--- config.mk ---
export PLATFORM = sky130hd
export DESIGN_NAME = stop_wake_ctrl
export DESIGN_NICKNAME = d
export VERILOG_FILES = /design/src/rtl/swc_pkg.sv /design/src/rtl/swc_key_guard.sv /design/src/rtl/swc_wake_sync.sv /design/src/rtl/swc_stab_timer.sv /design/src/rtl/stop_wake_ctrl.sv
export SDC_FILE = /design/constraint.sdc
export NUM_CORES = 1
export LEC_CHECK = 0
export CAP_MARGIN = 10
export CORE_ASPECT_RATIO = 0.5
export CORE_MARGIN = 3
export CORE_UTILIZATION = 54
export CTS_BUF_LIST = sky130_fd_sc_hd__clkbuf_16
export DETAILED_ROUTE_END_ITERATION = 16
export DONT_BUFFER_PORTS = 1
export HOLD_SLACK_MARGIN = 0.05
export PLACE_DENSITY = 0.69
export SYNTH_ARGS = -nofsm -noshare
export SYNTH_HDL_FRONTEND = slang
export SYNTH_SLANG_ARGS = --single-unit
--- constraint.sdc ---
create_clock -name clk_i -period 2.95 [get_ports clk_i]
set_input_delay 0.59 -clock clk_i [delete_from_list [all_inputs] [get_ports clk_i]]
set_output_delay 0.59 -clock clk_i [all_outputs]
set_load 0.02 [all_outputs]
--- src/rtl/swc_pkg.sv ---
package swc_pkg;
   typedef enum logic [1:0] {
      ST_RUN      = 2'd0,
      ST_STOP     = 2'd1,
      ST_WAKE_RST = 2'd2,
      ST_WAKE_INT = 2'd3
   } swc_state_e;

   localparam logic [7:0] STOP_OPCODE = 8'h7F;
   localparam logic [7:0] UNLOCK_KEY  = 8'hA5;
endpackage

--- src/rtl/swc_key_guard.sv ---
module swc_key_guard #(
   parameter logic [7:0] KEY = 8'hA5
) (
   input  logic       clk_i,
   input  logic       rst_ni,
   input  logic       wr_i,
   input  logic [7:0] data_i,
   input  logic       clr_i,
   output logic       armed_o
);
   logic [7:0] key_q;

   always_ff @(posedge clk_i or negedge rst_ni) begin
      if (!rst_ni)     key_q <= '0;
      else if (clr_i)  key_q <= '0;
      else if (wr_i)   key_q <= (data_i == KEY) ? data_i : '0;
   end

   assign armed_o = (key_q == KEY);
endmodule

--- src/rtl/swc_wake_sync.sv ---
module swc_wake_sync #(
   parameter int unsigned NIRQ   = 8,
   parameter int unsigned STAGES = 2
) (
   input  logic            clk_i,
   input  logic            rst_ni,
   input  logic [NIRQ-1:0] irq_i,
   output logic [NIRQ-1:0] irq_o
);
   initial begin : p_param_chk
      assert (NIRQ >= 1 && NIRQ <= 32) else $fatal(1, "NIRQ out of range");
      assert (STAGES <= 4) else $fatal(1, "STAGES out of range");
   end

   generate
      if (STAGES == 0) begin : g_direct
         assign irq_o = irq_i;
      end else begin : g_sync
         logic [NIRQ-1:0] sr_q [STAGES];
         always_ff @(posedge clk_i or negedge rst_ni) begin
            if (!rst_ni) begin
               for (int i = 0; i < STAGES; i++) sr_q[i] <= '0;
            end else begin
               sr_q[0] <= irq_i;
               for (int i = 1; i < STAGES; i++) sr_q[i] <= sr_q[i-1];
            end
         end
         assign irq_o = sr_q[STAGES-1];
      end
   endgenerate
endmodule

--- src/rtl/swc_stab_timer.sv ---
module swc_stab_timer #(
   parameter int unsigned LOGS [4] = '{8, 11, 13, 16}
) (
   input  logic       clk_i,
   input  logic       rst_ni,
   input  logic       run_i,
   input  logic [1:0] sel_i,
   output logic       done_o
);
   function automatic int unsigned max_log();
      int unsigned m = 1;
      for (int i = 0; i < 4; i++) if (LOGS[i] > m) m = LOGS[i];
      return m;
   endfunction

   localparam int unsigned CW = max_log();

   initial begin : p_param_chk
      for (int i = 0; i < 4; i++)
         assert (LOGS[i] >= 1 && LOGS[i] <= 24) else $fatal(1, "stabilisation log out of range");
   end

   logic [CW-1:0] cnt_q;
   logic [3:0]    hit;

   always_ff @(posedge clk_i or negedge rst_ni) begin
      if (!rst_ni)     cnt_q <= '0;
      else if (run_i)  cnt_q <= cnt_q + 1'b1;
      else             cnt_q <= '0;
   end

   generate
      for (genvar g = 0; g < 4; g++) begin : g_term
         localparam logic [CW-1:0] TERM = CW'((64'd1 << LOGS[g]) - 64'd1);
         assign hit[g] = (cnt_q == TERM);
      end
   endgenerate

   assign done_o = run_i && hit[sel_i];
endmodule

--- src/rtl/stop_wake_ctrl.sv ---
module stop_wake_ctrl
   import swc_pkg::*;
#(
   parameter int unsigned NIRQ          = 8,
   parameter int unsigned SYNC_STAGES   = 2,
   parameter int unsigned STAB_LOG [4]  = '{8, 11, 13, 16},
   parameter logic [15:0] RESTART_ADDR  = 16'h0100
) (
   input  logic            clk_i,
   input  logic            rst_ni,
   input  logic            instr_valid_i,
   input  logic [7:0]      instr_op_i,
   input  logic            key_wr_i,
   input  logic [7:0]      key_data_i,
   input  logic            ctl_wr_i,
   input  logic [1:0]      ctl_clksel_i,
   input  logic [1:0]      ctl_stab_i,
   input  logic [NIRQ-1:0] irq_i,
   output logic            osc_en_o,
   output logic            clk_en_o,
   output logic            core_hold_o,
   output logic [1:0]      clk_sel_o,
   output logic            pc_load_o,
   output logic [15:0]     pc_vec_o,
   output logic            resume_o,
   output logic [NIRQ-1:0] irq_svc_o,
   output logic            illegal_stop_o
);
   swc_state_e      state_q;
   logic [1:0]      clksel_q;
   logic [1:0]      stabsel_q;
   logic [NIRQ-1:0] irq_lat_q;
   logic            pc_load_q;
   logic            resume_q;
   logic            illegal_q;
   logic [NIRQ-1:0] irq_s;
   logic            key_armed;
   logic            stab_done;
   logic            stop_req;
   logic            wake_irq;

   swc_wake_sync #(.NIRQ(NIRQ), .STAGES(SYNC_STAGES)) u_sync (
      .clk_i  (clk_i),
      .rst_ni (rst_ni),
      .irq_i  (irq_i),
      .irq_o  (irq_s)
   );

   assign stop_req = instr_valid_i && (instr_op_i == STOP_OPCODE) && (state_q == ST_RUN);
   assign wake_irq = (state_q == ST_STOP) && (|irq_s);

   swc_key_guard #(.KEY(UNLOCK_KEY)) u_key (
      .clk_i   (clk_i),
      .rst_ni  (rst_ni),
      .wr_i    (key_wr_i && (state_q == ST_RUN)),
      .data_i  (key_data_i),
      .clr_i   (wake_irq),
      .armed_o (key_armed)
   );

   swc_stab_timer #(.LOGS(STAB_LOG)) u_timer (
      .clk_i  (clk_i),
      .rst_ni (rst_ni),
      .run_i  ((state_q == ST_WAKE_RST) || (state_q == ST_WAKE_INT)),
      .sel_i  (stabsel_q),
      .done_o (stab_done)
   );

   always_ff @(posedge clk_i or negedge rst_ni) begin
      if (!rst_ni) begin
         state_q   <= ST_WAKE_RST;
         clksel_q  <= 2'b00;
         stabsel_q <= 2'b00;
         irq_lat_q <= '0;
         pc_load_q <= 1'b0;
         resume_q  <= 1'b0;
         illegal_q <= 1'b0;
      end else begin
         pc_load_q <= 1'b0;
         resume_q  <= 1'b0;
         illegal_q <= 1'b0;
         unique case (state_q)
            ST_RUN: begin
               if (ctl_wr_i) begin
                  clksel_q  <= ctl_clksel_i;
                  stabsel_q <= ctl_stab_i;
               end
               if (stop_req) begin
                  if (key_armed) state_q   <= ST_STOP;
                  else           illegal_q <= 1'b1;
               end
            end
            ST_STOP: begin
               if (wake_irq) begin
                  irq_lat_q <= irq_s;
                  state_q   <= ST_WAKE_INT;
               end
            end
            ST_WAKE_RST: begin
               if (stab_done) begin
                  state_q   <= ST_RUN;
                  pc_load_q <= 1'b1;
               end
            end
            ST_WAKE_INT: begin
               if (stab_done) begin
                  state_q  <= ST_RUN;
                  resume_q <= 1'b1;
               end
            end
            default: state_q <= ST_WAKE_RST;
         endcase
      end
   end

   assign osc_en_o       = (state_q != ST_STOP);
   assign clk_en_o       = (state_q == ST_RUN);
   assign core_hold_o    = (state_q != ST_RUN);
   assign clk_sel_o      = clksel_q;
   assign pc_load_o      = pc_load_q;
   assign pc_vec_o       = RESTART_ADDR;
   assign resume_o       = resume_q;
   assign irq_svc_o      = resume_q ? irq_lat_q : '0;
   assign illegal_stop_o = illegal_q;
endmodule

Word-level counts from Yosys, hierarchy flattened
Index checks and enable logic that the tools add are counted.
Storage, ports and cells
  register bits: 57
  input bits: 33
  logic and storage cells: 60
Cells by class
  add/sub/neg operators: 1
  order comparisons: 1
  equal/unequal tests: 15
  multiplexer cells: 18
  reduce and logical (&&, ||, !) cells: 14
Operators with widths (count)
  $mux W8: 4
  $add A16 B1 Y16 const B: 1
  $eq A16 B11 Y1 const B: 1
  $eq A16 B13 Y1 const B: 1
  $eq A16 B16 Y1 const B: 1
  $eq A16 B8 Y1 const B: 1
  $eq A8 B8 Y1 const B: 2
  $mux W16: 1
  $ne A2 B1 Y1 const B: 5
  $eq A8 B7 Y1 const B: 1
  $mux W2: 4
  $reduce_or A8 Y1: 1
  $mux W1: 7
  $pmux W2 S3: 1
  $logic_and A1 B1 Y1: 5
  $eq A2 B2 Y1 const B: 2
  $reduce_and A2 Y1: 2
  $reduce_and A4 Y1: 1
  $reduce_bool A2 Y1: 2
  $lt A2 B3 Y1 const B: 1
  $bmux W1 S2: 1
  $eq A2 B1 Y1 const B: 1
  $logic_not A2 Y1: 1
  $reduce_or A2 Y1: 1
  $logic_or A1 B1 Y1: 1

Longest topological paths before layout
Gate-level depths: netlist of the first run.
  depth after elaboration: 6
  gate-level depth with buffers: 5
  mapped depth without buffers: 4

Modules after synthesis
A second synthesis of the first run with hierarchy kept.
Unflattened totals
  cells, all modules: 216
  area total of the unflattened synthesis: 2518.7 sq um
Modules (own cells, without submodules)
  stop_wake_ctrl: times used 1, cells each 79, area an instance 869.6 sq um
  swc_stab_timer: times used 1, cells each 85, area an instance 850.8 sq um
  swc_wake_sync: times used 1, cells each 24, area an instance 460.4 sq um
  swc_key_guard: times used 1, cells each 28, area an instance 337.8 sq um

Worst setup path before layout of the first run
Ideal clock, no wire load.
  path kind: reg-to-output
  start: reg state_q[1]
  end: out core_hold_o
  arrival: 1.109 ns
  data required time: 2.360 ns
  slack: 1.251 ns
  stages on the path, launching flop included: 4
  cell sequence: dfstp_2 > buf_2 > nor2_1 > inv_1
On the way
  word-level cells in the longest chain between the ends: 1
Ends and longest elaborated chain
  start, declared: RTL line stop_wake_ctrl.sv:29  | swc_state_e state_q;
  start signal, assigned: RTL line stop_wake_ctrl.sv:71  | state_q <= ST_WAKE_RST;
  start signal, assigned: RTL line stop_wake_ctrl.sv:89  | if (key_armed) state_q <= ST_STOP;
  start signal, assigned: RTL line stop_wake_ctrl.sv:96  | state_q <= ST_WAKE_INT;
  $reduce_bool A2 Y1: RTL line stop_wake_ctrl.sv:118  | assign core_hold_o = (state_q != ST_RUN);
  end, declared: RTL line stop_wake_ctrl.sv:21  | output logic core_hold_o,
No other way between the ends.

Worst setup path in the final report of the first run
  start: reg state_q[1]
  end: out osc_en_o
On the way
  word-level cells in the longest chain between the ends: 1
Ends and longest elaborated chain
  $ne A2 B1 Y1: RTL line stop_wake_ctrl.sv:116  | assign osc_en_o = (state_q != ST_STOP);
  end, declared: RTL line stop_wake_ctrl.sv:19  | output logic osc_en_o,
No other way between the ends.

==> impl_metrics.csv, run 1 <==
group,metric,value,unit
status,outcome,"completed",
floorplanning,core_area,4120,um2
power_and_ir_drop,power,2.05,mW
power_and_ir_drop,pwr-share-comb,9.6,%
power_and_ir_drop,power.internal,1.51,mW
place,port_buffers,0,
detailed_routing,drt-pass1-iter-count,4,
layout,diodes,0,
place,dp_hpwl,3030,um
grt,grt_usage,18.1,%
cts,cts_sinks,57,
power_and_ir_drop,p_leak,1.27,nW
grt,overflow,0,
cts,cts_buffer_depth,2,
sta,hold_ws,0.110,ns
layout,nFillCells,299,
detailed_routing,wire_per_inst,16.6,um
power_and_ir_drop,p_seq_share,45.5,%
sta,slew_viol_final,0,
synthesis,synthArstFlopShare,100,%
synthesis,synth_top_area_share,57.3,%
critical_path,worst_ep_arrival_time,1.56,ns
sta,worst-slew-pin-transition,0.624,ns
synthesis,muxShareOfSynthArea,7.58,%
power_and_ir_drop,cellPowerDensity,751,nW/um2
floorplanning,die_y,53.6,um
critical_path,worstSetupEndpointType,"primary output",
cts,clock_latency,0.32,ns
floorplanning,rows,16,
critical_path,reg2reg_from,"state_q[1]",
layout,syn_to_final_growth,11.9,%
job,cap_violations,0,
synthesis,synth_compound_area_share,3.74,%
worst_hold_path,hold_path.class,"input pin to asynchronous set/reset pin",
sta,rsz0062_at_grt,"no",
power_and_ir_drop,p_sw_share,26.6,%
synthesis,yosys.area_share.simple,19.5,%
synthesis,synth-edff-count,0,
floorplanning,die_area,5420,um2
detailed_routing,vias_per_cell,5.62,
floorplanning,start_util,59.3,%
detailed_routing,wl,4470,um
synthesis,synth_top_family_by_area,"simple AND/OR/NAND/NOR gates",
critical_path,crit_fanout,15,
critical_path,rr_endpoint,"irq_lat_q[5]",
detailed_routing,ant_nets,0,
grt,grt_pass1_vias,1371,
critical_path,crit_end,"osc_en_o",
cts,htree_levels,3,
synthesis,synthAdderAreaFrac,0.512,%
detailed_routing,drtIter0Drc,76,
synthesis,synth_xor_area_share,3.58,%
critical_path,reg2reg_setup_slack,0.97,ns
critical_path,slowest_stage,"dfstp_2",
sta,slew_headroom,58.3,%
sta,layout_min_cycle_time,2.15,ns
cts,cts-root-buf,"clkbuf_16",
synthesis,ys_warn_count,0,
layout,drive_above_1_share,16.3,%
critical_path,crit_path_cell_trace,"inv_1, nand2_1",
synthesis,ys_ff_latch,57,
cts,cts_tree,"done",
critical_path,slowest_delay,0.62,ns
critical_path,reg2reg_depth,4,
cts,cts_inserted_buffers,9,
synthesis,seq_area_frac_synth,58.4,%
place,gp_congestion,0.804,
sta,finalHoldViolCount,0,
grt,grt_pass1_wl,6890,um
power_and_ir_drop,vdd_drop_max,325,uV
synthesis,synth.avg_cell_area,12.1,um2
floorplanning,die_x,101,um
layout,fin_area,2730,um2
grt,antenna_found_initial,0,
synthesis,yosysTopAreaCell,"dfrtp_1",
critical_path,crit_path_start_kind,"register",
synthesis,yosysUniqueCellTypes,41,
detailed_routing,dr_total_vias,1511,
layout,final_net_count,244,
layout,final_cell_mix,"56 x dfrtp_1, 16 x conb_1, 13 x nor2_1",
detailed_routing,drc,0,
synthesis,synth_area,2440,um2
floorplanning,ios,65,
sta,clock_skew,0.00259,ns
critical_path,required,2.36,ns
cts,clk_pin_slew_worst_paths,0.05,ns
sta,clock.fmax,0.465,GHz
critical_path,crit_start,"state_q[1]",
synthesis,synth_ff_type,"dfrtp_1",
synthesis,synthCells,202,
place,placed_area,2430,um2
power_and_ir_drop,power.share.clock,44.8,%
grt,grt_max_degree,57,
sta,finalSetupViolCount,0,
sta,post-route-period-util,72.9,%
power_and_ir_drop,netSwitchingPower,0.545,mW
layout,layout_commonest_cell,"dfrtp_1",
critical_path,path_class,"register to primary output",
synthesis,ys_top_cells_by_area,"dfrtp_1 57%, buf_4 4.9%, mux2_4 4.9%, xor2_1 2.5%, and2_1 2.3%",
sta,fin_setup_tns,0,ns
## synth_stat cells, types with 5 or more instances
cell	count
and2_1	9
xor2_1	7
nand4_1	6
dfrtp_1	56
nor4_1	6
nand3_1	6
mux2_4	8
nand2_1	9
buf_4	16
o21ai_0	5
and3_1	5
inv_1	7
nor2_1	13
## critical path: cells and delay by family (launching register included)
family | cells | cell delay, ns
buffers and inverters | 1 | 0.24
flip-flops | 1 | 0.62
AND/OR/NAND/NOR | 1 | 0.37
## power groups by stage
stage                     registers (mW)  logic [mW]  clock network (mW)
after floorplan                    0.920       0.173                   0
after global placement             0.940       0.173                   0
after detailed placement           0.941       0.175                   0
after CTS                          0.933       0.199               0.939
after global routing               0.942       0.223               0.980
final                              0.934       0.198               0.920
## how the worst min path moves through the flow
stage,end,from
final,state_q[1],rst_ni
after global routing,state_q[1],rst_ni
after CTS,state_q[1],rst_ni
after detailed placement,u_sync.irq_o[2],rst_ni
after global placement,u_sync.irq_o[2],rst_ni
after floorplan,clk_sel_o[0],rst_ni
## layout make-up
type / instances / area (um2) / area share [%]
well taps: 54 / 67.6 / 2.47
flip-flops and latches: 57 / 1430 / 52.2
clock inverters: 7 / 46.3 / 1.69
multi-input cells: 134 / 913 / 33.4
inverters: 7 / 26.3 / 0.961
repair buffers: 1 / 27.5 / 1.01
clock buffers: 9 / 225 / 8.24
## sequential cells by signal (all words and copies together) (netlist names), 2 cells and up
name,cells
clk_sel_o,2
irq_lat_q,8
stabsel_q,2
state_q,2
u_key.key_q,8
u_sync.g_sync.sr_q,8
u_sync.irq_o,8
u_timer.cnt_q,16
## what timing repair did
item,in CTS,in global routing
endpoints found under the hold margin,56,0
hold buffers,1,0
resized for setup,0,0
setup buffers,0,0
## kinds of logic after synthesis
kind of cell	Yosys count
AO/OA/AOI/OAI	14
other	2
multiplexers	14
flip-flops	57
adder cells (fa/ha/maj)	1
AND/OR/NAND/NOR	79
XOR/XNOR	10
buffers and inverters	25
## through the flow
stage / util (%) / worst slack, ns / cells
2_1_floorplan: - / 1.25 / 216
3_3_place_gp: 59.0 / 1.02 / 252
3_5_place_dp: 59.0 / 0.952 / 252
4_1_cts: 66.3 / 0.761 / 269
5_1_grt: 66.3 / 0.699 / 269
6_report: 66.3 / 0.800 / 269
## per-layer routing
layer	global-route usage, %	vias up	part of all wire (%)
met3	10.1	9	11
li1	-	689	-
met5	0	-	0
met1	23.7	729	45
met4	7.73	0	1.4
met2	24.7	84	42
Note: power is estimated with default switching activity, not from simulation.
==> run 2, diff against run 1 <==
- clock period: 2.95 -> 2.13 ns (I/O delays scaled with it)
==> impl_metrics.csv, run 2 (same netlist as run 1, synthesis figures left out) <==
group,metric,value,unit
detailed_routing,dr_total_vias,1508,
detailed_routing,drtIter0Drc,56,
critical_path,crit_fanout,11,
critical_path,worst_ep_arrival_time,1.31,ns
grt,grt_max_degree,58,
grt,grt_pass1_vias,1438,
grt,antenna_found_initial,0,
worst_hold_path,hold-path-cell-count,0,
critical_path,reg2reg_depth,4,
power_and_ir_drop,p_leak,1.29,nW
layout,drive_above_1_share,14.8,%
sta,finalSetupViolCount,0,
power_and_ir_drop,cellPowerDensity,1000,nW/um2
place,dp_hpwl,3100,um
detailed_routing,wl,4430,um
layout,layout_commonest_cell,"dfrtp_1",
cts,clk_pin_slew_worst_paths,0.05,ns
floorplanning,rows,16,
floorplanning,die_y,53.6,um
critical_path,slowest_delay,0.62,ns
cts,postCtsSetupBuffers,0,
sta,post-route-period-util,81.7,%
cts,cts_sinks,57,
power_and_ir_drop,power.internal,2.06,mW
floorplanning,ios,65,
critical_path,path_class,"register to primary output",
sta,layout_min_cycle_time,1.74,ns
cts,cts_inserted_buffers,9,
worst_hold_path,hold_path.class,"input pin to register",
sta,finalHoldViolCount,0,
sta,clock_skew,0.00562,ns
detailed_routing,drc,0,
cts,clock_latency,0.32,ns
layout,final_net_count,248,
sta,worst-slew-pin-transition,0.523,ns
critical_path,worstSetupEndpointType,"primary output",
cts,post_cts_resize_count,0,
power_and_ir_drop,p_sw_share,24.9,%
power_and_ir_drop,power.share.clock,42.8,%
cts,cts_buffer_depth,2,
critical_path,crit_path_start_kind,"register",
layout,final_cell_mix,"56 x dfrtp_1, 16 x conb_1, 13 x nor2_1",
detailed_routing,ant_nets,0,
place,port_buffers,0,
floorplanning,die_x,101,um
layout,diodes,0,
cts,cts_tree,"done",
sta,slew_headroom,65.1,%
grt,grt_usage,18.0,%
place,gp_congestion,0.788,
cts,cts-root-buf,"clkbuf_16",
power_and_ir_drop,vdd_drop_max,478,uV
critical_path,required,1.70,ns
power_and_ir_drop,p_seq_share,47.1,%
power_and_ir_drop,netSwitchingPower,0.683,mW
cts,htree_levels,3,
grt,grt_pass1_wl,7110,um
detailed_routing,drt-pass1-iter-count,4,
floorplanning,die_area,5420,um2
layout,regMostFlops,"u_timer.cnt_q",
detailed_routing,vias_per_cell,5.59,
sta,clock.fmax,0.575,GHz
status,outcome,"completed",
floorplanning,start_util,59.3,%
layout,largest_register_ffs,16,
detailed_routing,wire_per_inst,16.4,um
sta,slew_viol_final,0,
layout,nFillCells,297,
job,cap_violations,0,
layout,syn_to_final_growth,12.0,%
sta,fin_setup_tns,0,ns
critical_path,crit_path_cell_trace,"inv_1, nand2_1, buf_4",
grt,overflow,0,
floorplanning,core_area,4120,um2
sta,rsz0062_at_grt,"no",
sta,hold_ws,0.135,ns
critical_path,slowest_stage,"dfstp_2",
power_and_ir_drop,pwr-share-comb,10.0,%
run 2: cell types whose count changed in the layout (fill, tap and decap cells not counted), sizes merged:
| cell | change |
|---|---|
| dlygate4sd3 | +1 |
| inv | +1 |
| buf | +3 |
| clkinv | -1 |
| clkinvlp | -3 |
run 2: final cells by class:
| type | instances | area, um2 | area share, % |
|---|---|---|---|
| Clock buffer | 9 | 225 | 8.23 |
| Clock inverter | 4 | 16.3 | 0.594 |
| Inverter | 7 | 26.3 | 0.960 |
| Multi-Input combinational cell | 134 | 913 | 33.4 |
| Sequential cell | 57 | 1430 | 52.2 |
| Tap cell | 54 | 67.6 | 2.47 |
| Timing Repair Buffer | 5 | 60.1 | 2.19 |
run 2: layer usage:
metal	track usage (%)	part of all wire, %	vias up
met4	5.30	0.77	0
met1	24.2	47	752
met2	26.6	45	53
met5	0	0	-
met3	8.15	7.3	6
li1	-	-	697
run 2: critical path, delay by kind of cell (launching register included):
kind / cells / cell delay, ns
flip-flops: 1 / 0.62
buffers and inverters: 2 / 0.25
AND/OR/NAND/NOR: 1 / 0.12
run 2: power by group through the flow:
stage	clock, mW	combinational [mW]	sequential (mW)
floorplan	0	0.240	1.27
global placement	0	0.237	1.30
detailed placement	0	0.252	1.31
CTS	1.20	0.280	1.29
global route	1.25	0.318	1.30
finish	1.17	0.275	1.29
run 2: timing repair:
action,CTS,global route
endpoints found under the hold margin,57,0
hold buffers,2,0
endpoints found under the setup margin,0,0
run 2: worst paths after layout:
check,from,slack [ns],to
max in group asynchronous,rst_ni,1.20,state_q[1]
hold / removal,irq_i[4],0.14,u_sync.g_sync.sr_q[12]
setup / recovery,state_q[1],0.39,osc_en_o
min in group asynchronous,rst_ni,0.64,irq_lat_q[3]
hold reg to reg,u_sync.g_sync.sr_q[9],0.34,u_sync.irq_o[1]
setup reg to reg,u_sync.irq_o[5],0.46,irq_lat_q[3]
run 2: through the flow:
step           cells  area, um2  setup slack (ns)  util (%)  total power, mW
2_1_floorplan    216       2500             0.471         -             1.51
3_3_place_gp     255       2460             0.503      59.6             1.54
3_5_place_dp     255       2460             0.466      59.6             1.56
4_1_cts          270       2740             0.371      66.4             2.77
5_1_grt          270       2740             0.323      66.4             2.88
6_report         270       2740             0.390      66.4             2.74
==> run 3, diff against run 2 <==
- clock period: 2.13 -> 1.76 ns (I/O delays scaled with it)
==> impl_metrics.csv, run 3 (same netlist as run 1, synthesis figures left out) <==
group,metric,value,unit
place,port_buffers,0,
critical_path,path_buf_inv,0,
grt,grt_pass1_vias,1469,
power_and_ir_drop,vdd_drop_max,731,uV
detailed_routing,vias_per_cell,5.37,
detailed_routing,ant_nets,0,
critical_path,crit_fanout,8,
sta,finalHoldViolCount,0,
worst_hold_path,worstHoldStart,"ctl_clksel_i[0]",
place,gp_congestion,0.812,
layout,layout_commonest_cell,"dfrtp_1",
detailed_routing,dr_total_vias,1524,
cts,cts-root-buf,"clkbuf_16",
floorplanning,die_x,101,um
sta,clock.fmax,0.594,GHz
critical_path,worst_ep_arrival_time,1.88,ns
floorplanning,rows,16,
critical_path,crit_path_cell_trace,"or4_1, nor2_4, nor2_4, mux2_4",
cts,htree_levels,3,
grt,antenna_found_initial,0,
detailed_routing,wl_met3,337,um
job,cap_violations,0,
detailed_routing,drc,0,
power_and_ir_drop,power.internal,2.83,mW
sta,clock_skew,0.00676,ns
floorplanning,start_util,59.3,%
critical_path,path_class,"register to register",
worst_hold_path,hold_path.class,"input pin to register",
cts,cts_buffer_depth,2,
layout,fin_area,2910,um2
critical_path,crit_path_start_kind,"register",
power_and_ir_drop,pwr-share-comb,9.8,%
critical_path,slowest_delay,0.57,ns
floorplanning,core_area,4120,um2
critical_path,required,1.96,ns
power_and_ir_drop,netSwitchingPower,0.872,mW
layout,largest_register_ffs,16,
layout,final_cell_mix,"56 x dfrtp_1, 16 x conb_1, 12 x nor2_1",
critical_path,crit_start,"u_sync.irq_o[5]",
sta,slew_viol_final,0,
sta,fin_setup_tns,0,ns
sta,rsz0062_at_grt,"no",
sta,finalSetupViolCount,0,
power_and_ir_drop,p_seq_share,42.1,%
detailed_routing,wl_met1,2050,um
layout,final_net_count,259,
sta,layout_min_cycle_time,1.68,ns
cts,cts_tree,"done",
cts,clk_pin_slew_worst_paths,0.05,ns
floorplanning,die_y,53.6,um
cts,cts_inserted_buffers,9,
place,dp_hpwl,2890,um
floorplanning,die_area,5420,um2
detailed_routing,top_layer_used,"met4",
layout,diodes,0,
power_and_ir_drop,p_sw_share,23.5,%
grt,grt_max_degree,58,
grt,grt_pass1_wl,7130,um
critical_path,worstSetupEndpointType,"register",
floorplanning,ios,65,
detailed_routing,wl_met2,1850,um
power_and_ir_drop,p_leak,1.37,nW
grt,grt_usage,18.3,%
critical_path,cp_common_cell,"nor2_4",
critical_path,reg2reg_from,"u_sync.irq_o[5]",
layout,syn_to_final_growth,19.1,%
grt,overflow,0,
power_and_ir_drop,cellPowerDensity,1270,nW/um2
cts,cts_sinks,57,
critical_path,slowest_stage,"or4_1",
layout,regMostFlops,"u_timer.cnt_q",
power_and_ir_drop,power.share.clock,48.2,%
sta,post-route-period-util,95.7,%
layout,drive_above_1_share,17.4,%
detailed_routing,wl,4290,um
critical_path,cp_top_family,"simple AND/OR/NAND/NOR gates",
detailed_routing,drt-pass1-iter-count,4,
status,outcome,"completed",
cts,clock_latency,0.32,ns
place,placed_area,2460,um2
detailed_routing,wire_per_inst,15.1,um
detailed_routing,drtIter0Drc,25,
-- run 3: power groups by stage --
stage	clock [mW]	combinational, mW	sequential [mW]
after CTS	1.82	0.367	1.56
after detailed placement	0	0.315	1.57
after global routing	1.90	0.408	1.57
final	1.78	0.362	1.56
after floorplan	0	0.290	1.54
after global placement	0	0.303	1.57
-- run 3: path summary, 6_finish.rpt --
kind	endpoint	slack [ns]	cells after the start
max	irq_lat_q[6]	0.08	4
min	clk_sel_o[0]	0.18	1
max reg2reg	irq_lat_q[6]	0.08	4
min reg2reg	u_sync.irq_o[1]	0.35	0
max in group asynchronous	state_q[1]	0.92	2
min in group asynchronous	u_sync.g_sync.sr_q[11]	0.56	2
-- run 3: routing by layer --
layer | up-vias | GRT usage, %
li1 | 726 | -
met1 | 740 | 24.5
met2 | 53 | 25.5
met3 | 5 | 8.54
met4 | 0 | 7.95
met5 | - | 0
-- run 3: final cells by class --
class	count	area [um2]
Tap cell	54	67.6
Fill cell	281	1210
Sequential cell	57	1430
Inverter	7	26.3
Clock buffer	9	225
Clock inverter	7	86.3
Multi-Input combinational cell	134	916
Timing Repair Buffer	16	163
-- run 3: timing repair --
| action | 4_1_cts | 5_1_grt |
|---|---|---|
| buffers inserted | 2 | 0 |
| endpoints found under the setup margin | 1 | 1 |
| hold buffers | 10 | 0 |
| resized for setup | 0 | 1 |
| pin swaps | 0 | 0 |
| hold endpoints to repair | 65 | 0 |
-- run 3: stage by stage --
stage	setup slack, ns	hold WS, ns	instances	total power [mW]	utilization [%]
after floorplan	0.101	0.0564	216	1.83	-
after CTS	0.0445	0.172	284	3.75	70.5
after global routing	0.0304	0.172	284	3.88	70.6
final	0.0754	0.183	284	3.70	70.6
after global placement	0.126	0.0580	256	1.88	59.8
after detailed placement	0.0794	0.0579	256	1.89	59.8
